==> config.mk <==
export PLATFORM = sky130hd
export DESIGN_NAME = wr_status_resp
export DESIGN_NICKNAME = d
export VERILOG_FILES = /design/src/rtl/wr_status_resp.sv
export SDC_FILE = /design/constraint.sdc
export NUM_CORES = 1
export LEC_CHECK = 0
export ABC_AREA = 1
export ABC_CLOCK_PERIOD_IN_PS = 1800
export BUFFER_PORTS_ARGS = -buffer_cell sky130_fd_sc_hd__buf_4
export CAP_MARGIN = 20
export CORE_UTILIZATION = 52
export CTS_CLUSTER_DIAMETER = 120
export DETAILED_ROUTE_END_ITERATION = 10
export GPL_ROUTABILITY_DRIVEN = 0
export HOLD_SLACK_MARGIN = 0.03
export PLACE_DENSITY = 0.86
export SLEW_MARGIN = 0
export SYNTH_ARGS = -nofsm -noshare
export SYNTH_HDL_FRONTEND = slang
export SYNTH_SLANG_ARGS = --single-unit
==> constraint.sdc <==
create_clock -name clk -period 1.8 [get_ports clk]
set_clock_uncertainty 0.1 [all_clocks]
set_input_delay 0.36 -clock clk [delete_from_list [all_inputs] [get_ports clk]]
set_output_delay 0.36 -clock clk [all_outputs]
set_load 0.1 [all_outputs]
==> src/rtl/wr_status_resp.sv <==
`timescale 1ns/1ps
module wr_status_resp #(
  parameter int PROG_CYC   = 20,
  parameter int ERASE_CYC  = 100,
  parameter int CHIP_CYC   = 300,
  parameter int SETTLE_CYC = 4
) (
  input  logic       clk,
  input  logic       rst_n,
  input  logic       start,
  input  logic [1:0] op_kind,
  input  logic       prog_msb,
  input  logic       rd_stb,
  input  logic [7:0] arr_data,
  output logic       busy,
  output logic [7:0] dq_out
);
  localparam int MAXC = (PROG_CYC > ERASE_CYC) ?
                        ((PROG_CYC > CHIP_CYC) ? PROG_CYC : CHIP_CYC) :
                        ((ERASE_CYC > CHIP_CYC) ? ERASE_CYC : CHIP_CYC);
  localparam int CW = (MAXC > 1) ? $clog2(MAXC) : 1;
  localparam int SW = (SETTLE_CYC > 1) ? $clog2(SETTLE_CYC) : 1;

  logic          busy_q, settle_q, tog_q, rd_q, msb_q;
  logic [1:0]    kind_q;
  logic [CW-1:0] cnt_q;
  logic [SW-1:0] scnt_q;

  wire accept  = start & ~busy_q;
  wire rd_rise = rd_stb & ~rd_q;
  wire is_prog = (kind_q == 2'b00);

  function automatic logic [CW-1:0] dur_load(input logic [1:0] k);
    case (k)
      2'b00:   return CW'(PROG_CYC - 1);
      2'b11:   return CW'(CHIP_CYC - 1);
      default: return CW'(ERASE_CYC - 1);
    endcase
  endfunction

  always_ff @(posedge clk or negedge rst_n) begin
    if (!rst_n) begin
      busy_q   <= 1'b0;
      settle_q <= 1'b0;
      tog_q    <= 1'b0;
      rd_q     <= 1'b0;
      msb_q    <= 1'b0;
      kind_q   <= 2'b00;
      cnt_q    <= '0;
      scnt_q   <= '0;
    end else begin
      rd_q <= rd_stb;
      if (busy_q && rd_rise) tog_q <= ~tog_q;
      if (accept) begin
        busy_q   <= 1'b1;
        settle_q <= 1'b0;
        kind_q   <= op_kind;
        msb_q    <= prog_msb;
        cnt_q    <= dur_load(op_kind);
      end else if (busy_q) begin
        if (cnt_q == '0) begin
          busy_q <= 1'b0;
          if (is_prog) begin
            settle_q <= 1'b1;
            scnt_q   <= SW'(SETTLE_CYC - 1);
          end
        end else begin
          cnt_q <= cnt_q - 1'b1;
        end
      end else if (settle_q) begin
        if (scnt_q == '0) settle_q <= 1'b0;
        else              scnt_q   <= scnt_q - 1'b1;
      end
    end
  end

  assign busy = busy_q;

  always_comb begin
    if (busy_q)        dq_out = {is_prog & ~msb_q, tog_q, 6'b0};
    else if (settle_q) dq_out = {msb_q, tog_q, 6'b0};
    else               dq_out = arr_data;
  end
endmodule

==> out/results.ini, run 1 <==
[sta]
setup_viol = 1
finalHoldViolations = 0
max_freq_mhz = 540
fin_ws_ns = -0.0526
period_needed_ns = 1.85
period_share_pct = 103
max_slew_margin_pct = 78.5
rsz0062_at_grt = true
fin_tns_setup_ns = -0.0526
maxSlewViolCount = 0
tightest_slew_ns = 0.320

[cells_and_area]
diodes = 0
layout_commonest_cell = nand2_1
final_cell_mix = 51 x nand2_1, 19 x buf_4, 16 x dfrtp_1
layout-drive-gt1-share_pct = 34.6
area_growth_pct = 40.8
finalNetCount = 206

[cts]
root_buffer = clkbuf_4
cts_tree = done
cts_sinks = 18
htreeDepth = 1
clockBufferDepth = 2
clock_latency_ns = 0.29
clkSlewWorstSetupHoldPaths_ns = 0.10
cts_made_buffers = 3

[flow_run]
maxCapViolCount = 0

[yosys]
synth_top_family_by_area = simple AND/OR/NAND/NOR gates
ys_seq_area_share_pct = 39.0
synth_nets = 175
synth_area_leaders = dfrtp_1 39%, nand2_1 17%, nor2_1 5.5%
syn_area_mm2 = 0.00115
synthAdderAreaFrac_pct = 5.42
synth_seq_cells = 18
ys.warnings.count = 0
yosysTopAreaCellShare_pct = 39.0
synth_compound_area_share_pct = 11.4
synth_cells = 155
synth_cell_type_count = 23
synth_simple_gate_area_share_pct = 34.8
synth_top_cell_by_area = dfrtp_1
avgSynthCellArea_um2 = 7.44
synthMuxAreaShare_pct = 0
synthXorXnorAreaFrac_pct = 0.759

[critical_path]
worstSetupPathType = reg2out
start_kind = flop
ff2ff_setup_slack_ns = 0.16
timing.rr.start = cnt_q[1]
crit_family = flip-flops
r2r-end = cnt_q[3]
critPathMaxFanout = 6
worstPathCellList = inv_6 -> o21ai_1 -> o32ai_4 -> buf_12
cp-end-kind = output pin
cp_slowest_cell = dfrtp_4
arrival_ns = 1.39
critPathRequiredTime_ns = 1.34
slowest_delay_ns = 0.55
crit_cells = 4
reg2reg_depth = 9
critPathBufInv = 2

[detailed_routing]
drcViolationCount = 0
via_per_inst = 5.33
vias = 1129
ant_nets = 0
firstDrtPassIters = 4
drt-wirelength-per-cell_um = 13.8
dr.first_iter.drc_count = 23
wirelength_mm = 2.93

[pwr]
irDropWorstVdd_v = 0.000501
power.leakage_uw = 0.000756
power.density_mw_per_mm2 = 549

[grt]
grt_pass1_wl_mm = 4.76
antenna_found_initial = 0
grt_max_degree = 19
grt.overflow.total = 0
grt_pass1_vias = 1154
grtUsageTotal_pct = 25.7

[hold_path]
min_path_cells = 1
holdPathEnd = rd_q
hold_start = rd_stb
worstHoldPathType = in2reg

[floorplanning]
dieWidth_um = 49.1
start_util_pct = 57.1
die-area_mm2 = 0.00241
io_pins = 24
fp.coreArea_mm2 = 0.00202
rows = 16
die_height_um = 49.1

[place]
post-place-ws_ns = 0.149
port_buffers = 23
dp_hpwl_mm = 1.99

[run_status]
status = complete, but fails checks
violations = setup timing

worst max-delay path by stage:
stage / endpoint / from / slack [ns]
after floorplan: dq_out[7] / busy / -0.20
after global placement: dq_out[7] / busy / 0.18
after detailed placement: dq_out[7] / busy / 0.15
after CTS: dq_out[7] / busy / -0.02
after global routing: dq_out[7] / kind_q[1] / -0.13
final: dq_out[7] / busy / -0.05
worst register-to-register path, delay by kind of cell, from the launching register on:
| kind | cells | cell delay (ns) |
|---|---|---|
| DFF | 1 | 0.37 |
| buffers and inverters | 1 | 0.11 |
| AOI/OAI and AO/OA | 1 | 0.05 |
| and+or+nand+nor | 6 | 0.70 |
| adders and majority gates | 1 | 0.21 |
through the flow:
step	cell area [um2]	cells	hold WS [ns]	utilization (%)	power [uW]
after floorplan	1230	155	-0.0356	-	550
after detailed placement	1440	206	0.143	71.2	607
after global placement	1440	206	0.141	71.2	604
final	1620	212	0.0790	80.3	892
after global routing	1620	212	0.0618	80.3	924
after CTS	1550	212	0.0781	76.5	863
flip-flops by register name (all words and copies together), names as in the netlist:
register / count
cnt_q: 9
settle_q: 1
kind_q: 2
msb_q: 1
rd_q: 1
tog_q: 1
busy: 1
scnt_q: 2
per-layer routing:
metal | wire length [um] | global-route usage (%)
met5 | 0 | 0
met4 | 127 | 10.8
met3 | 130 | 4.98
met2 | 1590 | 48.6
met1 | 1080 | 27.2
timing repair:
item / CTS / global route
pin swaps: 1 / 0
setup endpoints to repair: 8 / 8
hold endpoints to repair: 18 / 0
gates resized for setup: 17 / 20
buffers inserted: 1 / 0
hold buffers: 1 / 0
gates cloned: 0 / 0
report_power, final:
part	internal [uW]	switching (uW)
Clock	123	126
Sequential	417	11.6
Combinational	83.8	130
Yosys cell counts:
master    n
o32ai_1   1
nand2_1  52
nand2_2   2
nand2_4   2
nor2_1   17
or2_0     1
nor2_4    2
inv_1    14
o21ai_2   4
nand3_2   1
dfrtp_1  18
nand4_1   1
buf_2     1
buf_6     2
nand3_1   9
o21ai_0   9
o31ai_2   1
a21oi_1   2
inv_2     5
nand3_4   1
ha_1      5
xor2_1    1
o21ai_1   4
logic make-up after synthesis:
family	after synthesis
AO/OA/AOI/OAI	21
adder cells (fa/ha/maj)	5
flip-flops	18
buffers and inverters	22
XOR/XNOR	1
AND/OR/NAND/NOR	88
final cells by class:
class                      instances  area (um2)
multi-input combinational        115         684
sequential                        18         455
fill                             134         398
timing repair buffer              29         333
inverter                          19        81.3
clock buffer                       4        36.3
tap                               27        33.8
Note: power is estimated with default switching activity, not from simulation.
==> run 2: changes to the inputs <==
--- a/config.mk
+++ b/config.mk
@@ -15,6 +15,7 @@
 export GPL_ROUTABILITY_DRIVEN = 0
 export HOLD_SLACK_MARGIN = 0.03
 export PLACE_DENSITY = 0.86
+export REMOVE_ABC_BUFFERS = 1
 export SLEW_MARGIN = 0
 export SYNTH_ARGS = -nofsm -noshare
 export SYNTH_HDL_FRONTEND = slang
==> run 2 against run 1 <==
  * The flow still finishes with violations (setup timing)
  * Final cell count increased by 0.94%
  * Sequential cell count unchanged
  * Critical path depth unchanged
  * Clock power increased by 3%
  * Routed wire length decreased by 3.6%
  * Hold slack got worse by 0.0068 ns
  * Register-to-register slack about the same
  * First-iteration DRC count increased by 130%
  * Final area decreased by 7.0%
==> out/results.ini, run 2 (synthesized netlist as in run 1, its figures left out) <==
[run_status]
status = complete, but fails checks
violations = setup timing

[detailed_routing]
ant_nets = 0
vias = 1115
via_per_inst = 5.21
firstDrtPassIters = 4
dr.first_iter.drc_count = 53
wirelength_mm = 2.82
drt-wirelength-per-cell_um = 13.2
drcViolationCount = 0

[cts]
root_buffer = clkbuf_4
htreeDepth = 1
clkSlewWorstSetupHoldPaths_ns = 0.11
cts_tree = done
clockBufferDepth = 2
cts_sinks = 18
cts_made_buffers = 3
clock_latency_ns = 0.30

[cells_and_area]
top_register = cnt_q
layout_commonest_cell = nand2_1
layout-drive-gt1-share_pct = 31.6
diodes = 0
finalNetCount = 208
stdcell_count = 214
fill_cells = 154
area_growth_pct = 30.9
top_regs = cnt_q: 9 flops, kind_q: 2 flops, scnt_q: 2 flops
postLayoutCellArea_mm2 = 0.00151
final_cell_mix = 51 x nand2_1, 19 x buf_4, 17 x dfrtp_1
final_util_pct = 74.7
largest_register_ffs = 9

[floorplanning]
die-area_mm2 = 0.00241
die_height_um = 49.1
dieWidth_um = 49.1
io_pins = 24
start_util_pct = 57.1
fp.coreArea_mm2 = 0.00202
rows = 16

[flow_run]
maxCapViolCount = 0

[sta]
rsz0062_at_grt = true
setup_viol = 1
fin_ws_ns = -0.0408
max_freq_mhz = 543
maxSlewViolCount = 0
period_share_pct = 102
max_slew_margin_pct = 79.2
period_needed_ns = 1.84
tightest_slew_ns = 0.310
finalHoldViolations = 0

[grt]
antenna_found_initial = 0
grt.overflow.total = 0
grt_pass1_wl_mm = 4.80
grt_pass1_vias = 1130
grtUsageTotal_pct = 26.0
grt_max_degree = 21

[place]
dp_hpwl_mm = 2.01
port_buffers = 23
dp_cells = 204
post-place-ws_ns = 0.150
placed_area_mm2 = 0.00135

[critical_path]
critPathBufInv = 2
cp-end-kind = output pin
reg2reg_depth = 9
crit_family = flip-flops
critPathMaxFanout = 3
arrival_ns = 1.38
crit_cells = 4
worstSetupPathType = reg2out
cp_slowest_cell = dfrtp_1
slowest_delay_ns = 0.40
worstPathCellList = nor2_1 -> inv_2 -> o32ai_2 -> buf_6
start_kind = flop
critPathRequiredTime_ns = 1.34

[hold_path]
worstHoldPathType = in2reg
min_path_cells = 1

[pwr]
irDropWorstVdd_v = 0.000665
power.leakage_uw = 0.000749
power.density_mw_per_mm2 = 588

==> run 2: changes by cell type in the layout (fill, tap and decap cells not counted), sizes merged <==
cell	before	now
buf	28	29
clkinv	1	0
clkinvlp	0	1
inv	18	19
==> run 2: where the power goes <==
group | internal (uW) | switching [uW]
Sequential | 417 | 8.15
Clock | 124 | 134
Combinational | 78.6 | 126
==> run 2: final timing paths <==
kind                       startpoint   endpoint  slack (ns)
setup reg to reg             cnt_q[1]   cnt_q[3]        0.15
hold / removal                 rd_stb       rd_q        0.07
setup / recovery            kind_q[0]  dq_out[7]       -0.04
hold reg to reg                 tog_q      tog_q        0.38
max in group asynchronous       rst_n   settle_q        1.03
min in group asynchronous       rst_n  scnt_q[0]        0.36
==> run 2: layer usage <==
| metal | share of wire, % | GRT usage [%] | vias to the layer above | routed length [um] |
|---|---|---|---|---|
| met3 | 3.3 | 2.18 | 10 | 92 |
| met2 | 52 | 46.6 | 34 | 1470 |
| met5 | 0 | 0 | - | 0 |
| met4 | 2.9 | 12.7 | 0 | 82 |
| met1 | 42 | 31.0 | 517 | 1170 |
| li1 | - | - | 554 | - |
==> run 2: worst reg2reg max path: cells and delay by family (launching register included) <==
kind / cells / cell delay, ns
AO/OA/AOI/OAI: 1 / 0.05
adder cells (fa/ha/maj): 1 / 0.24
buffers and inverters: 1 / 0.10
flip-flops: 1 / 0.37
AND/OR/NAND/NOR: 6 / 0.68
==> run 2: timing repair <==
item                                    in CTS  in global routing
buffers inserted                             1                  3
gates cloned                                 1                  0
endpoints found under the hold margin       18                  0
hold buffers                                 1                  0
pin swaps                                    0                  0
gates resized for setup                     15                  9
endpoints found under the setup margin       4                 11
==> run 2: metrics by stage <==
stage               setup TNS [ns]  total power, uW  hold slack (ns)
floorplan                   -12.55              539          -0.0356
global placement                 0              593            0.139
detailed placement               0              596            0.142
CTS                        -0.0513              889           0.0740
global route                -0.284              921           0.0577
finish                     -0.0408              887           0.0722
==> run 2: final cells by class <==
| class | count | area, um2 | area share [%] |
|---|---|---|---|
| multi-input combinational | 115 | 627 | 41.5 |
| sequential | 18 | 452 | 29.9 |
| tap | 27 | 33.8 | 2.24 |
| timing repair inverter | 1 | 7.51 | 0.497 |
| inverter | 19 | 71.3 | 4.72 |
| timing repair buffer | 30 | 283 | 18.7 |
| clock buffer | 4 | 36.3 | 2.40 |
==> run 3: changes to the inputs <==
--- a/config.mk
+++ b/config.mk
@@ -14,7 +14,7 @@
 export DETAILED_ROUTE_END_ITERATION = 10
 export GPL_ROUTABILITY_DRIVEN = 0
 export HOLD_SLACK_MARGIN = 0.03
-export PLACE_DENSITY = 0.86
+export PLACE_DENSITY_LB_ADDON = 0.08
 export REMOVE_ABC_BUFFERS = 1
 export SLEW_MARGIN = 0
 export SYNTH_ARGS = -nofsm -noshare
==> run 3 against run 2 <==
  * The run still ends with setup timing left
  * Core utilization decreased by 1.2 points
  * Sequential share of layout area increased by 0.39 points
  * Clock-buffer cell count decreased by 1
  * Die area unchanged
  * Critical endpoint unchanged
==> out/results.ini, run 3 (synthesized netlist as in run 1, its figures left out) <==
[sta]
fin_ws_ns = -0.00384
tightest_slew_ns = 0.329
max_freq_mhz = 554
setup_viol = 1
period_needed_ns = 1.80
finalHoldViolations = 0
rsz0062_at_grt = true
period_share_pct = 100
max_slew_margin_pct = 78.0
hold_ws_ns = 0.0791
maxSlewViolCount = 0

[critical_path]
critPathRequiredTime_ns = 1.34
crit_family = flip-flops
worstPathCellList = nor2_2 -> inv_2 -> o32ai_2 -> buf_6
worstSetupPathType = reg2out
start_kind = flop
ff2ff_setup_slack_ns = 0.15
arrival_ns = 1.34
slowest_delay_ns = 0.40
cp-end-kind = output pin
critPathMaxFanout = 2
cp_slowest_cell = dfrtp_1
critPathBufInv = 2

[grt]
grt.overflow.total = 0
grt_pass1_wl_mm = 4.13
grt_pass1_vias = 973
grtUsageTotal_pct = 21.9
antenna_found_initial = 0
grt_max_degree = 19

[detailed_routing]
drt-wirelength-per-cell_um = 12.7
ant_nets = 0
via_per_inst = 5.17
drcViolationCount = 0
wirelength_mm = 2.70
firstDrtPassIters = 4
vias = 1101
dr.first_iter.drc_count = 25

[run_status]
status = complete, but fails checks
violations = setup timing

[floorplanning]
start_util_pct = 57.1
die_height_um = 49.1
dieWidth_um = 49.1
rows = 16
die-area_mm2 = 0.00241
fp.coreArea_mm2 = 0.00202
io_pins = 24

[place]
dp_cells = 204
port_buffers = 23
placed_area_mm2 = 0.00135
dp_hpwl_mm = 1.78
post-place-ws_ns = 0.164

[cts]
htreeDepth = 1
clockBufferDepth = 2
cts_made_buffers = 3
root_buffer = clkbuf_4
clkSlewWorstSetupHoldPaths_ns = 0.10
clock_latency_ns = 0.29
cts_tree = done
cts_sinks = 18

[pwr]
power.density_mw_per_mm2 = 559
irDropWorstVdd_v = 0.000624
power.leakage_uw = 0.000736

[cells_and_area]
largest_register_ffs = 9
finalNetCount = 208
fill_cells = 147
final_cell_mix = 51 x nand2_1, 21 x buf_4, 18 x dfrtp_1
layout-drive-gt1-share_pct = 31.7
stdcell_count = 213
layout_commonest_cell = nand2_1
top_regs = cnt_q: 9 flops, kind_q: 2 flops, scnt_q: 2 flops
top_register = cnt_q
area_growth_pct = 28.9
postLayoutCellArea_mm2 = 0.00149
diodes = 0
final_util_pct = 73.5

[flow_run]
maxCapViolCount = 0

[hold_path]
worstHoldPathType = in2reg

==> run 3: changes by cell type in the layout (fill, tap and decap cells not counted), sizes merged <==
cell | previous run | this run
clkinvlp | 1 | 0
clkbuf | 4 | 3
buf | 29 | 30
==> run 3: path summary, 6_finish.rpt <==
path                              to  cells after the start      start
min reg2reg                    tog_q                      1      tog_q
max reg2reg                 cnt_q[3]                      9   cnt_q[0]
min                             rd_q                      1     rd_stb
max in group asynchronous   cnt_q[6]                      2      rst_n
max                        dq_out[7]                      4  kind_q[0]
min in group asynchronous  scnt_q[1]                      2      rst_n
==> run 3: per-stage QoR <==
step           setup TNS (ns)  power, uW
2_1_floorplan          -12.55        539
3_3_place_gp                0        594
3_5_place_dp                0        597
4_1_cts               -0.0333        801
5_1_grt                -0.177        857
6_report             -0.00384        831
==> run 3: layout make-up <==
class / instances / area (um2) / area share [%]
timing repair buffer: 31 / 282 / 18.9
tap: 27 / 33.8 / 2.27
inverter: 19 / 71.3 / 4.80
sequential: 18 / 450 / 30.3
clock buffer: 3 / 22.5 / 1.52
multi-input combinational: 115 / 627 / 42.2
==> run 3: worst reg2reg max path: cells and delay by family, from the launching register on <==
kind            cells  cell delay, ns
flops               1            0.40
simple gates        6            0.68
buf+inv             1            0.09
fa+ha+maj           1            0.22
compound gates      1            0.05
==> run 3: timing repair <==
item,CTS,global route
resized for setup,4,18
hold buffers,1,0
cloned,0,0
pin swaps,0,2
setup buffers,1,4
setup endpoints to repair,2,10
endpoints found under the hold margin,18,0
==> run 3: power breakdown <==
part	switching, uW	internal (uW)	total (uW)
Clock	122	77.8	200
Sequential	7.67	417	424
Combinational	128	78.6	206
==> run 3: routing by layer <==
| metal | up-vias | track usage, % | share of wire (%) |
|---|---|---|---|
| li1 | 550 | - | - |
| met1 | 511 | 29.8 | 43 |
| met2 | 36 | 36.5 | 52 |
| met3 | 4 | 3.74 | 4.9 |
| met4 | 0 | 4.41 | 0.74 |
| met5 | - | 0 | 0 |
